===== config.mk =====
export PLATFORM = sky130hd
export DESIGN_NAME = nand_copyback
export DESIGN_NICKNAME = d
export VERILOG_FILES = /design/src/rtl/nand_cb_pkg.sv /design/src/rtl/nand_cb_die_chk.sv /design/src/rtl/nand_cb_addr.sv /design/src/rtl/nand_cb_gen.sv /design/src/rtl/nand_copyback.sv
export SDC_FILE = /design/constraint.sdc
export NUM_CORES = 1
export LEC_CHECK = 0
export BUFFER_PORTS_ARGS = -buffer_cell sky130_fd_sc_hd__buf_2
export CAP_MARGIN = 20
export CORE_UTILIZATION = 53
export CTS_CLUSTER_SIZE = 24
export DETAILED_ROUTE_END_ITERATION = 7
export GPL_ROUTABILITY_DRIVEN = 0
export MAX_ROUTING_LAYER = met4
export PLACE_DENSITY = 0.85
export SLEW_MARGIN = 30
export SYNTH_ARGS = -nofsm -noshare
export SYNTH_HDL_FRONTEND = slang
export SYNTH_SLANG_ARGS = --single-unit
export TNS_END_PERCENT = 50

===== constraint.sdc =====
create_clock -name clk -period 2.45 [get_ports clk]
set_input_delay 0.3675 -clock clk [delete_from_list [all_inputs] [get_ports clk]]
set_output_delay 0.3675 -clock clk [all_outputs]
set_load 0.01 [all_outputs]

===== src/rtl/nand_cb_pkg.sv =====
package nand_cb_pkg;
  typedef enum logic [4:0] {
    S_IDLE, S_P1_CMD, S_P1_ADDR, S_P1_CONF, S_GUARD, S_WAIT_RB,
    S_P2_FETCH, S_P2_CMD, S_P2_ADDR, S_PDATA, S_PFETCH, S_PCMD, S_PCOL,
    S_CONF, S_ST_CMD, S_ST_READ, S_DONE
  } cb_state_t;

  localparam logic [7:0] CMD_LOAD      = 8'h00;
  localparam logic [7:0] CMD_LOAD_GO   = 8'h35;
  localparam logic [7:0] CMD_MOVE      = 8'h85;
  localparam logic [7:0] CMD_MOVE_GO   = 8'h10;
  localparam logic [7:0] CMD_STATUS    = 8'h70;

  localparam logic [1:0] RES_OK   = 2'd0;
  localparam logic [1:0] RES_FAIL = 2'd1;
  localparam logic [1:0] RES_DIE  = 2'd2;
endpackage


===== src/rtl/nand_cb_die_chk.sv =====
module nand_cb_die_chk #(
  parameter int ROW_W = 24,
  parameter int DIE_W = 2
) (
  input  logic [ROW_W-1:0] row_a,
  input  logic [ROW_W-1:0] row_b,
  output logic             same_die
);
  localparam int LO = ROW_W - DIE_W;
  always_comb same_die = (row_a[ROW_W-1:LO] == row_b[ROW_W-1:LO]);
endmodule


===== src/rtl/nand_cb_addr.sv =====
module nand_cb_addr #(
  parameter int ROW_W = 24,
  parameter int COL_W = 16
) (
  input  logic [2:0]       idx,
  input  logic [COL_W-1:0] col,
  input  logic [ROW_W-1:0] row,
  output logic [7:0]       byte_o
);
  logic [15:0] col_w;
  logic [23:0] row_w;
  always_comb begin
    col_w = 16'(col);
    row_w = 24'(row);
    case (idx)
      3'd0:    byte_o = col_w[7:0];
      3'd1:    byte_o = col_w[15:8];
      3'd2:    byte_o = row_w[7:0];
      3'd3:    byte_o = row_w[15:8];
      default: byte_o = row_w[23:16];
    endcase
  end
endmodule


===== src/rtl/nand_cb_gen.sv =====
module nand_cb_gen #(
  parameter int GEN_W     = 4,
  parameter int GEN_LIMIT = 3
) (
  input  logic [GEN_W-1:0] gen_in,
  output logic [GEN_W-1:0] gen_out,
  output logic             rewrite
);
  always_comb begin
    gen_out = (&gen_in) ? gen_in : gen_in + 1'b1;
    rewrite = (32'(gen_out) >= GEN_LIMIT);
  end
endmodule


===== src/rtl/nand_copyback.sv =====
module nand_copyback
  import nand_cb_pkg::*;
#(
  parameter int ROW_W     = 24,
  parameter int COL_W     = 16,
  parameter int DIE_W     = 2,
  parameter int NP_W      = 3,
  parameter int GEN_W     = 4,
  parameter int GEN_LIMIT = 3,
  parameter int GUARD     = 2
) (
  input  logic             clk,
  input  logic             rst_n,
  input  logic             req_valid,
  output logic             req_ready,
  input  logic [ROW_W-1:0] req_src_row,
  input  logic [ROW_W-1:0] req_dst_row,
  input  logic [NP_W-1:0]  req_npatch,
  input  logic [GEN_W-1:0] req_gen,
  input  logic             patch_valid,
  output logic             patch_ready,
  input  logic [COL_W-1:0] patch_col,
  input  logic [7:0]       patch_data,
  output logic             done,
  output logic [1:0]       result,
  output logic [GEN_W-1:0] res_gen,
  output logic             res_rewrite,
  output logic             nand_ce,
  output logic             nand_cle,
  output logic             nand_ale,
  output logic             nand_we,
  output logic             nand_re,
  output logic [7:0]       nand_dq_o,
  input  logic [7:0]       nand_dq_i,
  input  logic             nand_rb
);
  localparam int CNT_W = ($clog2(GUARD + 1) > 3) ? $clog2(GUARD + 1) : 3;

  cb_state_t        state, state_n;
  logic [CNT_W-1:0] cnt;
  logic [ROW_W-1:0] src_q, dst_q;
  logic [NP_W-1:0]  left_q;
  logic [COL_W-1:0] col_q;
  logic [7:0]       dat_q;
  logic             pend_q, touched_q;
  logic             same_die, gen_rw;
  logic [GEN_W-1:0] gen_nx;
  logic [7:0]       addr_byte;
  logic [COL_W-1:0] addr_col;
  logic [ROW_W-1:0] addr_row;
  logic             take_patch;

  nand_cb_die_chk #(.ROW_W(ROW_W), .DIE_W(DIE_W)) u_die (
    .row_a(req_src_row), .row_b(req_dst_row), .same_die(same_die));

  nand_cb_gen #(.GEN_W(GEN_W), .GEN_LIMIT(GEN_LIMIT)) u_gen (
    .gen_in(req_gen), .gen_out(gen_nx), .rewrite(gen_rw));

  always_comb begin
    addr_col = (state == S_P1_ADDR) ? '0 : col_q;
    addr_row = (state == S_P1_ADDR) ? src_q : dst_q;
  end

  nand_cb_addr #(.ROW_W(ROW_W), .COL_W(COL_W)) u_addr (
    .idx(cnt[2:0]), .col(addr_col), .row(addr_row), .byte_o(addr_byte));

  assign take_patch = patch_valid && patch_ready;

  // Bus outputs are a pure function of the state
  always_comb begin
    req_ready   = (state == S_IDLE);
    patch_ready = (state == S_P2_FETCH) || (state == S_PFETCH);
    done        = (state == S_DONE);
    nand_ce     = (state != S_IDLE) && (state != S_DONE);
    nand_we     = 1'b0;
    nand_cle    = 1'b0;
    nand_ale    = 1'b0;
    nand_re     = 1'b0;
    nand_dq_o   = 8'h00;
    case (state)
      S_P1_CMD:  begin nand_we = 1'b1; nand_cle = 1'b1; nand_dq_o = CMD_LOAD;    end
      S_P1_CONF: begin nand_we = 1'b1; nand_cle = 1'b1; nand_dq_o = CMD_LOAD_GO; end
      S_P2_CMD, S_PCMD:
                 begin nand_we = 1'b1; nand_cle = 1'b1; nand_dq_o = CMD_MOVE;    end
      S_CONF:    begin nand_we = 1'b1; nand_cle = 1'b1; nand_dq_o = CMD_MOVE_GO; end
      S_ST_CMD:  begin nand_we = 1'b1; nand_cle = 1'b1; nand_dq_o = CMD_STATUS;  end
      S_P1_ADDR, S_P2_ADDR, S_PCOL:
                 begin nand_we = 1'b1; nand_ale = 1'b1; nand_dq_o = addr_byte;   end
      S_PDATA:   begin nand_we = 1'b1; nand_dq_o = dat_q;                        end
      S_ST_READ: nand_re = 1'b1;
      default: ;
    endcase
  end

  always_comb begin
    state_n = state;
    case (state)
      S_IDLE:     if (req_valid) state_n = same_die ? S_P1_CMD : S_DONE;
      S_P1_CMD:   state_n = S_P1_ADDR;
      S_P1_ADDR:  if (cnt == CNT_W'(4)) state_n = S_P1_CONF;
      S_P1_CONF:  state_n = S_GUARD;
      S_GUARD:    if (cnt == CNT_W'(GUARD - 1)) state_n = S_WAIT_RB;
      S_WAIT_RB:  if (nand_rb) state_n = (left_q != '0) ? S_P2_FETCH : S_P2_CMD;
      S_P2_FETCH: if (patch_valid) state_n = S_P2_CMD;
      S_P2_CMD:   state_n = S_P2_ADDR;
      S_P2_ADDR:  if (cnt == CNT_W'(4)) state_n = pend_q ? S_PDATA : S_CONF;
      S_PDATA:    state_n = (left_q != '0) ? S_PFETCH : S_CONF;
      S_PFETCH:   if (patch_valid) state_n = S_PCMD;
      S_PCMD:     state_n = S_PCOL;
      S_PCOL:     if (cnt == CNT_W'(1)) state_n = S_PDATA;
      S_CONF:     state_n = S_ST_CMD;
      S_ST_CMD:   state_n = S_ST_READ;
      S_ST_READ:  if (nand_dq_i[6]) state_n = S_DONE;
      S_DONE:     state_n = S_IDLE;
      default:    state_n = S_IDLE;
    endcase
  end

  always_ff @(posedge clk) begin
    if (!rst_n) begin
      state       <= S_IDLE;
      cnt         <= '0;
      src_q       <= '0;
      dst_q       <= '0;
      left_q      <= '0;
      col_q       <= '0;
      dat_q       <= '0;
      pend_q      <= 1'b0;
      touched_q   <= 1'b0;
      result      <= RES_OK;
      res_gen     <= '0;
      res_rewrite <= 1'b0;
    end else begin
      state <= state_n;
      cnt   <= (state_n != state) ? '0 : cnt + 1'b1;
      if (nand_we) touched_q <= 1'b1;
      if (state == S_IDLE && req_valid) begin
        src_q       <= req_src_row;
        dst_q       <= req_dst_row;
        left_q      <= req_npatch;
        col_q       <= '0;
        pend_q      <= 1'b0;
        touched_q   <= 1'b0;
        res_gen     <= gen_nx;
        res_rewrite <= gen_rw;
        result      <= same_die ? RES_OK : RES_DIE;
      end
      if (take_patch) begin
        col_q  <= patch_col;
        dat_q  <= patch_data;
        pend_q <= 1'b1;
        left_q <= left_q - 1'b1;
      end
      if (state == S_PDATA) pend_q <= 1'b0;
      if (state == S_ST_READ && nand_dq_i[6])
        result <= nand_dq_i[0] ? RES_FAIL : RES_OK;
    end
  end


  cmd_addr_excl_chk: assert property (@(posedge clk) disable iff (!rst_n)
    nand_we |-> !(nand_cle && nand_ale));


  done_pulse_chk: assert property (@(posedge clk) disable iff (!rst_n)
    done |=> (!done && req_ready));


  ready_excl_chk: assert property (@(posedge clk) disable iff (!rst_n)
    !(req_ready && patch_ready));


  die_quiet_chk: assert property (@(posedge clk) disable iff (!rst_n)
    (done && result == RES_DIE) |-> !touched_q);


  resume_ready_chk: assert property (@(posedge clk) disable iff (!rst_n)
    (state != S_WAIT_RB && $past(state) == S_WAIT_RB) |-> $past(nand_rb));


  read_no_write_chk: assert property (@(posedge clk) disable iff (!rst_n)
    nand_re |-> !nand_we);
endmodule


Word-level counts from Yosys, hierarchy flattened
Cells that the tools add are included.

Add/subtract/negate cells: 3. Order comparisons: 1. Equality and inequality tests: 23. Mux-type cells: 33. Bitwise logic cells: 1. Reduce and logical (&&, ||, !) cells: 18.

Operators by type and width (count): $pmux 5 s16 (1); $mux 5 (10); $mux 16 (3); $pmux 8 s6 (1); $eq 5x4->1 const B (8); $pmux 8 s4 (1); $mux 24 (1); $eq 5x3->1 const B (4); $mux 3 (4); $eq 5x2->1 const B (2); $reduce_or 10->1 (1); $mux 1 (8); $eq 3x2->1 const B (2); $mux 2 (3); $reduce_or 2->1 (3); $reduce_or 6->1 (1); $eq 5x1->1 const B (1); $eq 5x5->1 const B (1); $logic_not 5->1 (1); $ne 5x5->1 (1); $ne 5x5->1 const B (1); $reduce_bool 5->1 (1); $add 4x1->4 const B (1); $ge 4x2->1 const B (1); 14 further kinds (18).

Flip-flop bits (word level): 91. Input port bits: 92. Output and inout bits: 23. Word-level logic and storage cells: 90.

Longest topological paths before layout
Gate-level depths: netlist (run 1).

Word-level depth: 6. Gate-level depth with buffers: 9. Mapped depth without buffers: 7.

By module
A second synthesis (run 1) with hierarchy kept.

Cells, all modules: 616. Area total of the unflattened synthesis: 5033.6 µm².

Modules (own cells, without submodules): nand_copyback (instances 1, cells an instance 550, area an instance 4516.8 µm², sequential area each 1821.7 µm²); nand_cb_addr (instances 1, cells an instance 47, area an instance 396.6 µm², sequential area each 0.0 µm²); nand_cb_gen (instances 1, cells an instance 16, area an instance 98.8 µm², sequential area each 0.0 µm²); nand_cb_die_chk (instances 1, cells an instance 3, area an instance 21.3 µm², sequential area each 0.0 µm²).

Least setup slack after synthesis (run 1)
Ideal clock, no wire load.

Path kind: reg-to-output. From: register cnt[0]. To: output nand_dq_o[5]. Data arrival time: 1.920 ns. Data required time: 2.082 ns. Slack: 0.162 ns. Cell stages (with the launch flop): 9. Path buffers: 2. Cells stage by stage: dfxtp_1 -> inv_1 -> ha_1 -> buf_2 -> or3_1 -> a21oi_2 -> buf_4 -> a21oi_1 -> o32ai_1.

Cells in the longest elaborated chain, start to end: 3. Elaborated cells between the ends (all ways): 6. Classes of those cells: eq/ne (3); mux (2); reduce/logical (1).

RTL lines: start: declaration (line nand_copyback.sv:40) `logic [CNT_W-1:0] cnt;`; start signal: assignment (line nand_copyback.sv:135) `cnt <= (state_n != state) ? '0 : cnt + 1'b1;`; $eq 3x2->1, or another cell as far along (line nand_cb_addr.sv:15) `case (idx)`; $pmux 8 s4 * (line nand_cb_addr.sv:15); $pmux 8 s6 * (line nand_copyback.sv:80) `case (state)`; end: declaration (line nand_copyback.sv:33) `output logic [7:0] nand_dq_o,`.

Mark *: on every way between the ends. The rest lies on a longest branch, timed or not.

Worst setup path after layout (run 1)
From: register cnt[0]. To: output nand_dq_o[6].

Same word-level chain as after synthesis.

==> results by group, run 1 <==
Run status
  – Status: finished with violations
  – Failing checks: setup timing

Global routing
  – Antenna violations before repair: 0
  – Largest net degree at the start of global routing: 69
  – GRT Overall Usage: 31.0%
  – Vias in the first global route: 4292
  – First-pass GRT wire length: 20800 um
  – GRT overflow: 0

Floorplan
  – Starting Density: 54.7%
  – Die Wd: between 90 and 100 um
  – Die area: between 0.008 and 0.009 sq mm
  – Chip Height: ~94 um
  – I/O pin total: roughly 120
  – CORE AREA: 0.00818 sq mm
  – Num rows: 33

Cells and area
  – ANT cells: 0
  – Final nets: 781
  – Multi-input logic area: 0.00248 sq mm
  – Fin cells: 790
  – # fillers: 652
  – Synth-to-Final Area Change: 24.0%
  – Sequential Area: between 0.0015 and 0.002 sq mm
  – Layout cells sized above 1: 27.9%

CTS
  – Max Buffers Root-to-Sink: 2
  – Clk pin slew, worst setup/hold paths: roughly 90 ps
  – Clk root buf: clkbuf_8
  – CTS H-Tree Depth: 3
  – Clk sinks: 91
  – CTS Buf Count: 9
  – TritonCTS clock tree: yes
  – Clk Latency, worst-skew pair: 360 ps

Setup path
  – Bufs and invs on worst path: 3
  – Arrival @ worst endpoint: 2390 ps
  – Startpoint Class: flop
  – Worst-path cell chain: buf_6 > ha_4 > or3_4 > a21oi_4 > buf_12 > a21oi_1 > o31ai_1 > buf_2
  – Crit Path Class: reg2out
  – Data required time of the worst path: between 2000 and 2500 ps
  – CP max stage cell: or3_4
  – Crit path max fanout: 8
  – Delay-heaviest family, CP: compound AO/OA/AOI/OAI gates
  – Worst r2r path cells: 6
  – Worst r2r src: state[0]
  – R2R Path End: cnt[0]
  – R2r setup slk: 340 ps
  – Worst path max stage delay: between 300 and 400 ps
  – CP endpoint kind: output pin

Power
  – Switching power: 954 uW
  – Static leakage: 0.00222 uW
  – Clock power share: 35.2%
  – PwrDens: 627 mW/mm^2
  – Net switching fraction of the power: 27.4%
  – Flop pwr share: between 40% and 50%
  – Worst VDD drop: 0.000351 V
  – Comb power frac: 18.4%
  – Pint: 2530 uW

Route
  – DRC violations left: 0
  – Drt via density: 6.01
  – Via count: 4750
  – Detailed-route wire length per cell: 16.3 um
  – DRT Pass-1 Iters: 6
  – 1st-iter DRT viols: 541
  – ANT nets after route: 0
  – Routed WL: around 13000 um

STA
  – RSZ-0062 raised after global routing: true
  – Tcrit/Tclk final: 112%
  – Slew Viols, Final: 0
  – Final min period: roughly 2800 ps
  – Max transition margin: 67.3%
  – Worst slew pin tran: 487 ps
  – Fmax: around 360 MHz
  – Setup ws final: -305 ps
  – Hold Vio Cnt, Final: 0
  – Setup Skew: 7.71 ps
  – Setup violations, final: 8

Hold path
  – Hold EP: dst_q[6]
  – HP Class: in2reg
  – Hold Path Cell Cnt: 3
  – Hold path start: req_dst_row[6]

Synthesis
  – Netlist Area Pre-Place: 0.00448 sq mm
  – Syn Inst Count: 578
  – Synthesis-stage register bit count: 91
  – Syn_nets: just under 700
  – Ys async rst share: 0%
  – Yosys cell types: 59
  – Seq/Total Area, Yosys: approximately two fifths
  – Top_reg_cell synth: dfxtp_1
  – Syn Area/Cell: 7.74 sq um
  – Post-synth EDFFs: 0
  – Yosys warnings: 0

Placed design
  – Buffers on Ports: 108
  – Hpwl dp: 8920 um
  – Pre-CTS setup slack: -35.7 ps
  – Placed cell count: 769

Run
  – Max-cap viol count: 0
[metal layers]
layer,vias up,global-route usage [%],share of wire [%]
li1,2212,-,-
met1,2216,38.9,40
met2,265,48.7,48
met3,57,5.18,7.8
met4,0,14.4,4.2
met5,-,-,0
[through the flow]
step	setup TNS [ps]	hold WS (ps)	area [sq um]	util, %	total power (uW)
global placement	0	446	5140	62.9	2180
detailed placement	-107	448	5140	62.9	2210
finish	-1980	234	5550	67.9	3480
CTS	-1710	226	5530	67.7	3460
global route	-2370	227	5550	67.9	3600
floorplan	0	433	4480	-	1970
[how the worst max path moves through the flow]
stage,startpoint,slack (ps),cells after the start,end
floorplan,cnt[0],160,8,nand_dq_o[5]
global placement,cnt[1],10,9,nand_dq_o[4]
detailed placement,cnt[1],-40,9,nand_dq_o[0]
CTS,cnt[0],-270,8,nand_dq_o[7]
global route,cnt[0],-320,8,nand_dq_o[7]
finish,cnt[0],-300,8,nand_dq_o[6]
[power groups by stage]
stage	Clock (uW)	Sequential, uW	Combinational, uW
2_1_floorplan	0	1630	339
3_3_place_gp	0	1640	546
3_5_place_dp	0	1640	565
4_1_cts	1220	1610	625
5_1_grt	1290	1620	694
6_report	1230	1610	640
[cell type report]
type	instances	share of cell area (%)
Inverter	13	0.879
Timing Repair Buffer	139	14.9
Sequential cell	91	32.9
Clock inverter	6	2.05
Multi-Input combinational cell	427	44.7
Clock buffer	9	2.23
Tap cell	105	2.37
[cells in the final DEF (no fill, tap or decap), types with 3 or more instances in the layout]
cell type    n
nand2_1    157
mux4_2       4
nor3_1       4
mux2i_1      4
a31oi_1      4
a22oi_1      3
nor2_1      17
buf_4       23
bufinv_16    3
o21ai_1      4
a21oi_1     99
buf_2      108
a222oi_1     8
nand2b_1     6
ha_4         4
dfxtp_1     89
a22o_1       7
o21ai_0      8
nor2b_1      5
nand2_2      4
ha_1         3
buf_12       3
o21ai_2      3
buf_6        5
clkbuf_8     9
inv_2        3
xnor2_1      3
nand3_1     27
a221oi_1     4
o211ai_1     3
inv_1       10
[cell families (layout without fill, tap and decap cells)]
kind of cell,after synthesis,in the layout,share of synthesized area [%]
and+or+nand+nor,241,241,24.0
AOI/OAI and AO/OA,165,165,22.7
DFF,91,91,40.7
buffers and inverters,60,167,6.26
adders and majority gates,8,8,2.24
muxes,8,8,2.91
xor gates and xnor gates,5,5,1.15
[repair_timing]
item | in CTS | in global routing
hold buffers | 0 | 0
gates resized for setup | 28 | 4
setup buffers | 6 | 0
endpoints found under the setup margin | 8 | 8
pin swaps | 14 | 9
[sequential cells by signal, summed over array words and instances, names as in the netlist]
register,cells
dat_q,8
cnt,3
src_q,24
dst_q,24
res_gen,4
res_rewrite,1
result,2
col_q,16
state,5
pend_q,1
left_q,3
[worst register-to-register path, delay by kind of cell, from the launching register on]
kind	cells	cell delay [ps]
buf+inv	1	220
compound gates	2	550
simple gates	3	880
flops	1	340
[synth_stat cells, types with 3 or more instances]
library cell  count  share of area (%)
nand2_1         160                 13
a21oi_1         100                 11
dfxtp_1          91                 41
nand3_1          27                3.0
clkbuf_1         21                1.8
buf_2            17                1.9
nor2_1           17                1.4
inv_1            12                1.0
o21ai_0          11                1.2
a222oi_1          8                1.8
ha_1              8                2.2
a22o_1            7                1.4
nand2b_1          6               0.84
nor2b_1           6               0.84
a221oi_1          5               0.98
buf_4             5               0.84
a31oi_1           4               0.56
mux2i_1           4               0.89
mux4_2            4                2.0
nor3_1            4               0.45
o21ai_1           4               0.45
a22oi_1           3               0.50
o211ai_1          3               0.50
o32ai_1           3               0.59
xnor2_1           3               0.59
No activity file was read; power rests on OpenSTA's default activity.
==> run 2: changes to the inputs <==
Settings changed: CORE_UTILIZATION 53 to 50, PLACE_DENSITY 0.85 to 0.8, SYNTH_HIERARCHICAL set to 1, TNS_END_PERCENT 50 to 10.
==> run 2 against run 1 <==
- the run still ends with setup timing left
- utilization down 6.8 points
- sequential share of layout area shrank 2.4 points
- sequential cell count unchanged
- synthesized area rose by 12%
- clock power down 6%
- cell area up 7.6%
- largest cell class unchanged
- highest routed layer unchanged
==> results by group, run 2 <==
Run status
  – Status: finished with violations
  – Failing checks: setup timing

Synthesis
  – Synthesized-area fraction occupied by xor and xnor cells: 1.22% (+0.072 points)
  – Synth area leader: dfxtp_1
  – Syn Inst Count: 616 (+6.6%)
  – Commonest cells post-synth: nand2_1, dfxtp_1, a21boi_0, a21boi_1, mux2_2
  – Synth Area in Compound Gates: 22.2% (-0.50 points)
  – Syn_nets: 714 (+5.3%)
  – Yosys warnings: 6 (+6)
  – Yosys cell types: 55 (-6.8%)
  – Synthesis-stage register bit count: 91 (unchanged)
  – Adder-Cell Fraction of Synth Area: 1.49% (-0.75 points)
  – Simple-gate share of the synthesized area: 22.4% (-1.7 points)
  – Multiplexer area fraction after synthesis: 10.2% (+7.3 points)
  – Top_reg_cell synth: dfxtp_1
  – Top-area cell type share of the netlist area: 36.2% (-4.5 points)
  – Netlist Area Pre-Place: 0.00503 sq mm (+12%)
  – Ys async rst share: 0% (unchanged)
  – Post-synth EDFFs: 0 (unchanged)
  – Count leader, synth: nand2_1
  – Seq/Total Area, Yosys: 36.2% (-4.5 points)
  – Top post-synthesis cells by area: dfxtp_1, nand2_1, a21boi_0
  – Largest family of logic cells by synthesized area: simple AND/OR/NAND/NOR gates
  – Syn Area/Cell: 8.17 sq um (+5.5%)

Run
  – Max-cap viol count: 0 (unchanged)

Cells and area
  – Regs by FF count: dst_q x24, src_q x24, col_q x16
  – Fin cells: 846 (+7.1%)
  – Commonest non-fill, non-tap cell in the layout: nand2_1
  – Layout cells sized above 1: 28.1% (+0.17 points)
  – ANT cells: 0 (unchanged)
  – Most frequent cells in the layout: nand2_1, buf_2, dfxtp_1, a21boi_0
  – Synth-to-Final Area Change: 18.7%
  – Final nets: 806 (+3.2%)
  – # fillers: 866 (+33%)

STA
  – Setup_tns: -3630 ps (-1640 ps)
  – Worst slew pin tran: 647 ps (+160 ps)
  – Setup Skew: 12.6 ps (+4.84 ps)
  – Setup violations, final: 8 (unchanged)
  – Slew Viols, Final: 0 (unchanged)
  – Fmax: 340 MHz (-6.4%)
  – Hold Vio Cnt, Final: 0 (unchanged)
  – Worst hold slack: 226 ps (-7.83 ps)
  – Setup ws final: -493 ps (-188 ps)
  – RSZ-0062 raised after global routing: true
  – Final min period: 2940 ps (+188 ps)
  – Max transition margin: 55.8% (-12 points)
  – Tcrit/Tclk final: 120% (+7.7 points)

Global routing
  – Vias in the first global route: 4465 (+4.0%)
  – Largest net degree at the start of global routing: 55 (-20%)
  – Antenna violations before repair: 0 (unchanged)
  – GRT overflow: 0 (unchanged)
  – GRT Overall Usage: 26.6% (-4.4 points)
  – First-pass GRT wire length: 20900 um (+0.56%)

CTS
  – Clk sinks: 91 (unchanged)
  – Hold bufs inserted after CTS: 0 (unchanged)
  – CTS H-Tree Depth: 3 (unchanged)
  – Clk Latency, worst-skew pair: 370 ps (about the same)
  – Clk pin slew, worst setup/hold paths: 90 ps (about the same)
  – TritonCTS clock tree: yes
  – CTS Buf Count: 9 (unchanged)
  – Post-CTS setup buffers: 0 (-6)
  – Max Buffers Root-to-Sink: 2 (unchanged)
  – Clk root buf: clkbuf_8

Route
  – ANT nets after route: 0 (unchanged)
  – DRC violations left: 0 (unchanged)
  – Drt via density: 5.47 (-9.0%)
  – 1st-iter DRT viols: 234 (-57%)
  – Routed WL: 12800 um (-1.0%)
  – Detailed-route wire length per cell: 15.1 um (-7.6%)
  – Via count: 4627 (-2.6%)
  – DRT Pass-1 Iters: 7 (+1)

Floorplan
  – I/O pin total: 115 (unchanged)
  – Starting Density: 51.5% (-3.2 points)
  – Die Wd: 102 um (+9.0%)
  – Chip Height: 102 um (+9.0%)
  – Die area: 0.0105 sq mm (+19%)
  – Num rows: 36 (+9.1%)
  – CORE AREA: 0.00977 sq mm (+20%)

Setup path
  – Crit Path Class: reg2out
  – R2r setup slk: 190 ps (-150 ps)
  – CP endpoint kind: output pin
  – Startpoint Class: flop
  – Crit path max fanout: 17 (+9)
  – Arrival @ worst endpoint: 2580 ps (+190 ps)
  – Data required time of the worst path: 2080 ps (about the same)

Power
  – Worst VDD drop: 0.000370 V (+5.6%)
  – PwrDens: 583 mW/mm^2 (-6.9%)
  – Static leakage: 0.00248 uW (+12%)

Hold path
  – HP Class: in2reg

Placed design
  – Pre-CTS setup slack: -173 ps (-138 ps)
  – Hpwl dp: 9210 um (+3.2%)
  – Buffers on Ports: 108 (unchanged)
  – Placed cell count: 829 (+7.8%)
## run 2: per-stage QoR
| stage | cell area [sq um] | utilization, % | total power (uW) |
|---|---|---|---|
| 2_1_floorplan | 5050 | - | 2140 |
| 3_3_place_gp | 5670 | 58.0 | 2310 |
| 3_5_place_dp | 5670 | 58.0 | 2340 |
| 4_1_cts | 5960 | 61.0 | 3500 |
| 5_1_grt | 5970 | 61.1 | 3650 |
| 6_report | 5970 | 61.1 | 3490 |
## run 2: cells by family (layout without fill, tap and decap cells)
family                   Yosys count  after routing
AND/OR/NAND/NOR                  248            248
AO/OA/AOI/OAI                    156            156
flip-flops                        91             91
buffers and inverters             66            163
multiplexers                      42             42
XOR/XNOR                           7              7
adder cells (fa/ha/maj)            6              6
## run 2: power by group
group | internal [uW] | leakage [uW] | total (uW) | switching, uW
logic | 319 | 0.00162 | 710 | 391
clock network | 629 | 0.000113 | 1160 | 527
registers | 1570 | 0.000744 | 1620 | 50.4
## run 2: metal layers
metal  vias up  part of all wire [%]  global-route usage (%)
met5         -                     0                       -
met4         0                   2.0                    9.67
met3        27                   6.7                    5.40
met2       162                    47                    42.3
met1      2145                    44                    33.2
li1       2293                     -                       -
## run 2: path summary, 6_finish.rpt
kind              startpoint           end  cells after the start
min reg2reg         src_q[2]      src_q[2]                      2
max                 state[4]  nand_dq_o[2]                      9
min          req_src_row[18]     src_q[18]                      3
max reg2reg         state[2]        cnt[1]                      7
## run 2: layout make-up
cell class,instances,area [sq um],share of cell area [%]
Clock buffer,12,155,2.60
Clock inverter,4,72.6,1.21
Inverter,19,71.3,1.19
Multi-Input combinational cell,459,2950,49.3
Sequential cell,91,1820,30.5
Tap cell,133,166,2.79
Timing Repair Buffer,128,741,12.4
## run 2: critical path: stages (launching register included)
cell	delay, ps
dfxtp_2	340
nor4_4	320
nand2_2	120
bufbuf_16	300
and2_1	150
mux2_2	270
o22ai_2	170
a21oi_1	80
a221o_1	320
buf_2	140
## run 2: repair_timing
action / 4_1_cts / 5_1_grt
endpoints found under the hold margin: 0 / 0
cloned: 1 / 0
pin swaps: 1 / 1
resized for setup: 7 / 2
endpoints found under the setup margin: 8 / 9
==> run 3: changes to the inputs <==
Settings changed: CORE_UTILIZATION 50 to 35, CTS_BUF_LIST set to sky130_fd_sc_hd__clkbuf_8, PLACE_DENSITY 0.8 to 0.61.
==> run 3 against run 2 <==
- the run still ends with setup timing left
- global-route usage decreased by 7.6 points
- register-to-register slack about the same
- utilization is 18 points lower
- first-iteration DRC count up 63%
- largest power group unchanged
- sequential cell count is the same
- clock skew grew 3.6 ps
- combinational power is 4.9% higher
- critical path depth stayed put
- count of clock-buffer cells in the layout is 2 lower
- non-clock buffer count grew 2
==> results by group, run 3 (synthesis gave the netlist of run 2 again) <==
Setup path
  – Worst-path cell chain: nor4_4 > nand2_4 > buf_12 > mux2_2 > mux2_4 > o22ai_4 > a21oi_2 > a221o_1 > buf_2
  – Crit path max fanout: 7 (-10)
  – Worst path max stage delay: 370 ps (+30 ps)
  – CP endpoint kind: output pin
  – Arrival @ worst endpoint: 2610 ps (+30 ps)
  – Delay-heaviest family, CP: multiplexers
  – Bufs and invs on worst path: 2 (unchanged)
  – Data required time of the worst path: 2080 ps (about the same)
  – CP max stage cell: nor4_4
  – Crit Path Class: reg2out
  – Startpoint Class: flop

STA
  – Setup_tns: -3880 ps (-252 ps)
  – Tcrit/Tclk final: 121% (+1.3 points)
  – Hold Vio Cnt, Final: 0 (unchanged)
  – Slew Viols, Final: 0 (unchanged)
  – RSZ-0062 raised after global routing: true
  – Final min period: 2970 ps (+30.8 ps)
  – Setup violations, final: 8 (unchanged)
  – Worst hold slack: 238 ps (+11.7 ps)
  – Setup Skew: 16.1 ps (+3.57 ps)
  – Worst slew pin tran: 676 ps (+29.9 ps)
  – Fmax: 336 MHz (-1.0%)
  – Setup ws final: -524 ps (-30.8 ps)
  – Max transition margin: 54.9% (-0.88 points)

Run status
  – Status: finished with violations
  – Failing checks: setup timing

Placed design
  – Placed cell count: 876 (+5.7%)
  – Hpwl dp: 9600 um (+4.3%)
  – Pre-CTS setup slack: -189 ps (-15.8 ps)
  – Buffers on Ports: 108 (unchanged)

Route
  – DRT Pass-1 Iters: 4 (-3)
  – Detailed-route wire length per cell: 14.9 um (-1.1%)
  – Via count: 4587 (-0.86%)
  – Routed WL: 13300 um (+4.3%)
  – Drt via density: 5.14 (-6.0%)
  – 1st-iter DRT viols: 381 (+63%)
  – DRC violations left: 0 (unchanged)
  – ANT nets after route: 0 (unchanged)

CTS
  – Clk Latency, worst-skew pair: 370 ps (about the same)
  – CTS Buf Count: 9 (unchanged)
  – Hold bufs inserted after CTS: 0 (unchanged)
  – Max Buffers Root-to-Sink: 2 (unchanged)
  – Clk pin slew, worst setup/hold paths: 90 ps (about the same)
  – Clk root buf: clkbuf_8
  – CTS H-Tree Depth: 3 (unchanged)
  – Clk sinks: 91 (unchanged)
  – TritonCTS clock tree: yes

Floorplan
  – Starting Density: 36.1% (-15 points)
  – Die area: 0.0149 sq mm (+42%)
  – I/O pin total: 115 (unchanged)
  – Num rows: 43 (+19%)
  – Die Wd: 122 um (+19%)
  – Chip Height: 122 um (+19%)
  – CORE AREA: 0.0139 sq mm (+43%)

Global routing
  – Largest net degree at the start of global routing: 84 (+53%)
  – Antenna violations before repair: 0 (unchanged)
  – Vias in the first global route: 4458 (-0.16%)
  – First-pass GRT wire length: 21100 um (+0.96%)
  – GRT overflow: 0 (unchanged)
  – GRT Overall Usage: 18.9% (-7.6 points)

Cells and area
  – Layout cells sized above 1: 29.5% (+1.4 points)
  – Most frequent cells in the layout: nand2_1, buf_2, dfxtp_1, a21boi_0
  – Final nets: 808 (+0.25%)
  – # fillers: 1405 (+62%)
  – Regs by FF count: dst_q x24, src_q x24, col_q x16
  – Commonest non-fill, non-tap cell in the layout: nand2_1
  – Sequential Area: 0.00182 sq mm (about the same)
  – Synth-to-Final Area Change: 20.6%
  – Fin cells: 892 (+5.4%)
  – Multi-input logic area: 0.00301 sq mm (+2.2%)
  – ANT cells: 0 (unchanged)

Hold path
  – HP Class: in2reg

Power
  – Static leakage: 0.00247 uW (-0.38%)
  – PwrDens: 536 mW/mm^2 (-8.0%)
  – Worst VDD drop: 0.000231 V (-37%)

Run
  – Max-cap viol count: 0 (unchanged)
run 3: cell types whose count changed in the layout (fill, tap and decap cells not counted), sizes merged:
cell,previous run,this run
buf,127,130
bufinv,2,0
clkbuf,12,10
bufbuf,1,0
clkinv,1,2
run 3: final timing paths:
path | depth (start not counted) | slack, ps | startpoint | endpoint
max | 9 | -520 | state[4] | nand_dq_o[0]
min | 3 | 240 | req_src_row[1] | src_q[1]
max reg2reg | 7 | 190 | state[2] | cnt[0]
min reg2reg | 2 | 450 | src_q[4] | src_q[4]
run 3: worst min-delay path, delay by kind of cell:
| kind | cells | cell delay [ps] |
|---|---|---|
| AO/OA/AOI/OAI | 1 | 50 |
| AND/OR/NAND/NOR | 1 | 50 |
| buffers and inverters | 1 | 100 |
run 3: metrics by stage:
| step | power, uW | util [%] | cell area, sq um |
|---|---|---|---|
| floorplan | 2140 | - | 5050 |
| global placement | 2330 | 41.2 | 5740 |
| detailed placement | 2340 | 41.2 | 5740 |
| CTS | 3280 | 43.3 | 6030 |
| global route | 3430 | 43.5 | 6070 |
| finish | 3250 | 43.5 | 6070 |
run 3: final cells by class:
cell class	instances	area share, %
timing repair buffer	130	12.9
clock inverter	3	0.289
multi-input combinational	459	49.6
tap	180	3.71
sequential	91	30.1
clock buffer	10	2.27
inverter	19	1.18
run 3: what timing repair did:
action                                  CTS  global route
pin swaps                                 4             2
resized for setup                        19             7
cloned                                    2             0
setup buffers                             0             1
endpoints found under the setup margin    8             9
run 3: per-layer routing:
layer	global-route usage (%)	vias to the layer above	share of wire, %
met3	3.42	10	6.1
met2	30.8	113	49
met5	-	-	0
met1	23.2	2162	44
met4	7.02	0	0.91
li1	-	2302	-
run 3: report_power, final:
group | internal, uW | switching [uW] | total [uW]
clock | 377 | 516 | 893
combinational | 336 | 409 | 745
sequential | 1570 | 48.5 | 1620
total | 2280 | 973 | 3250
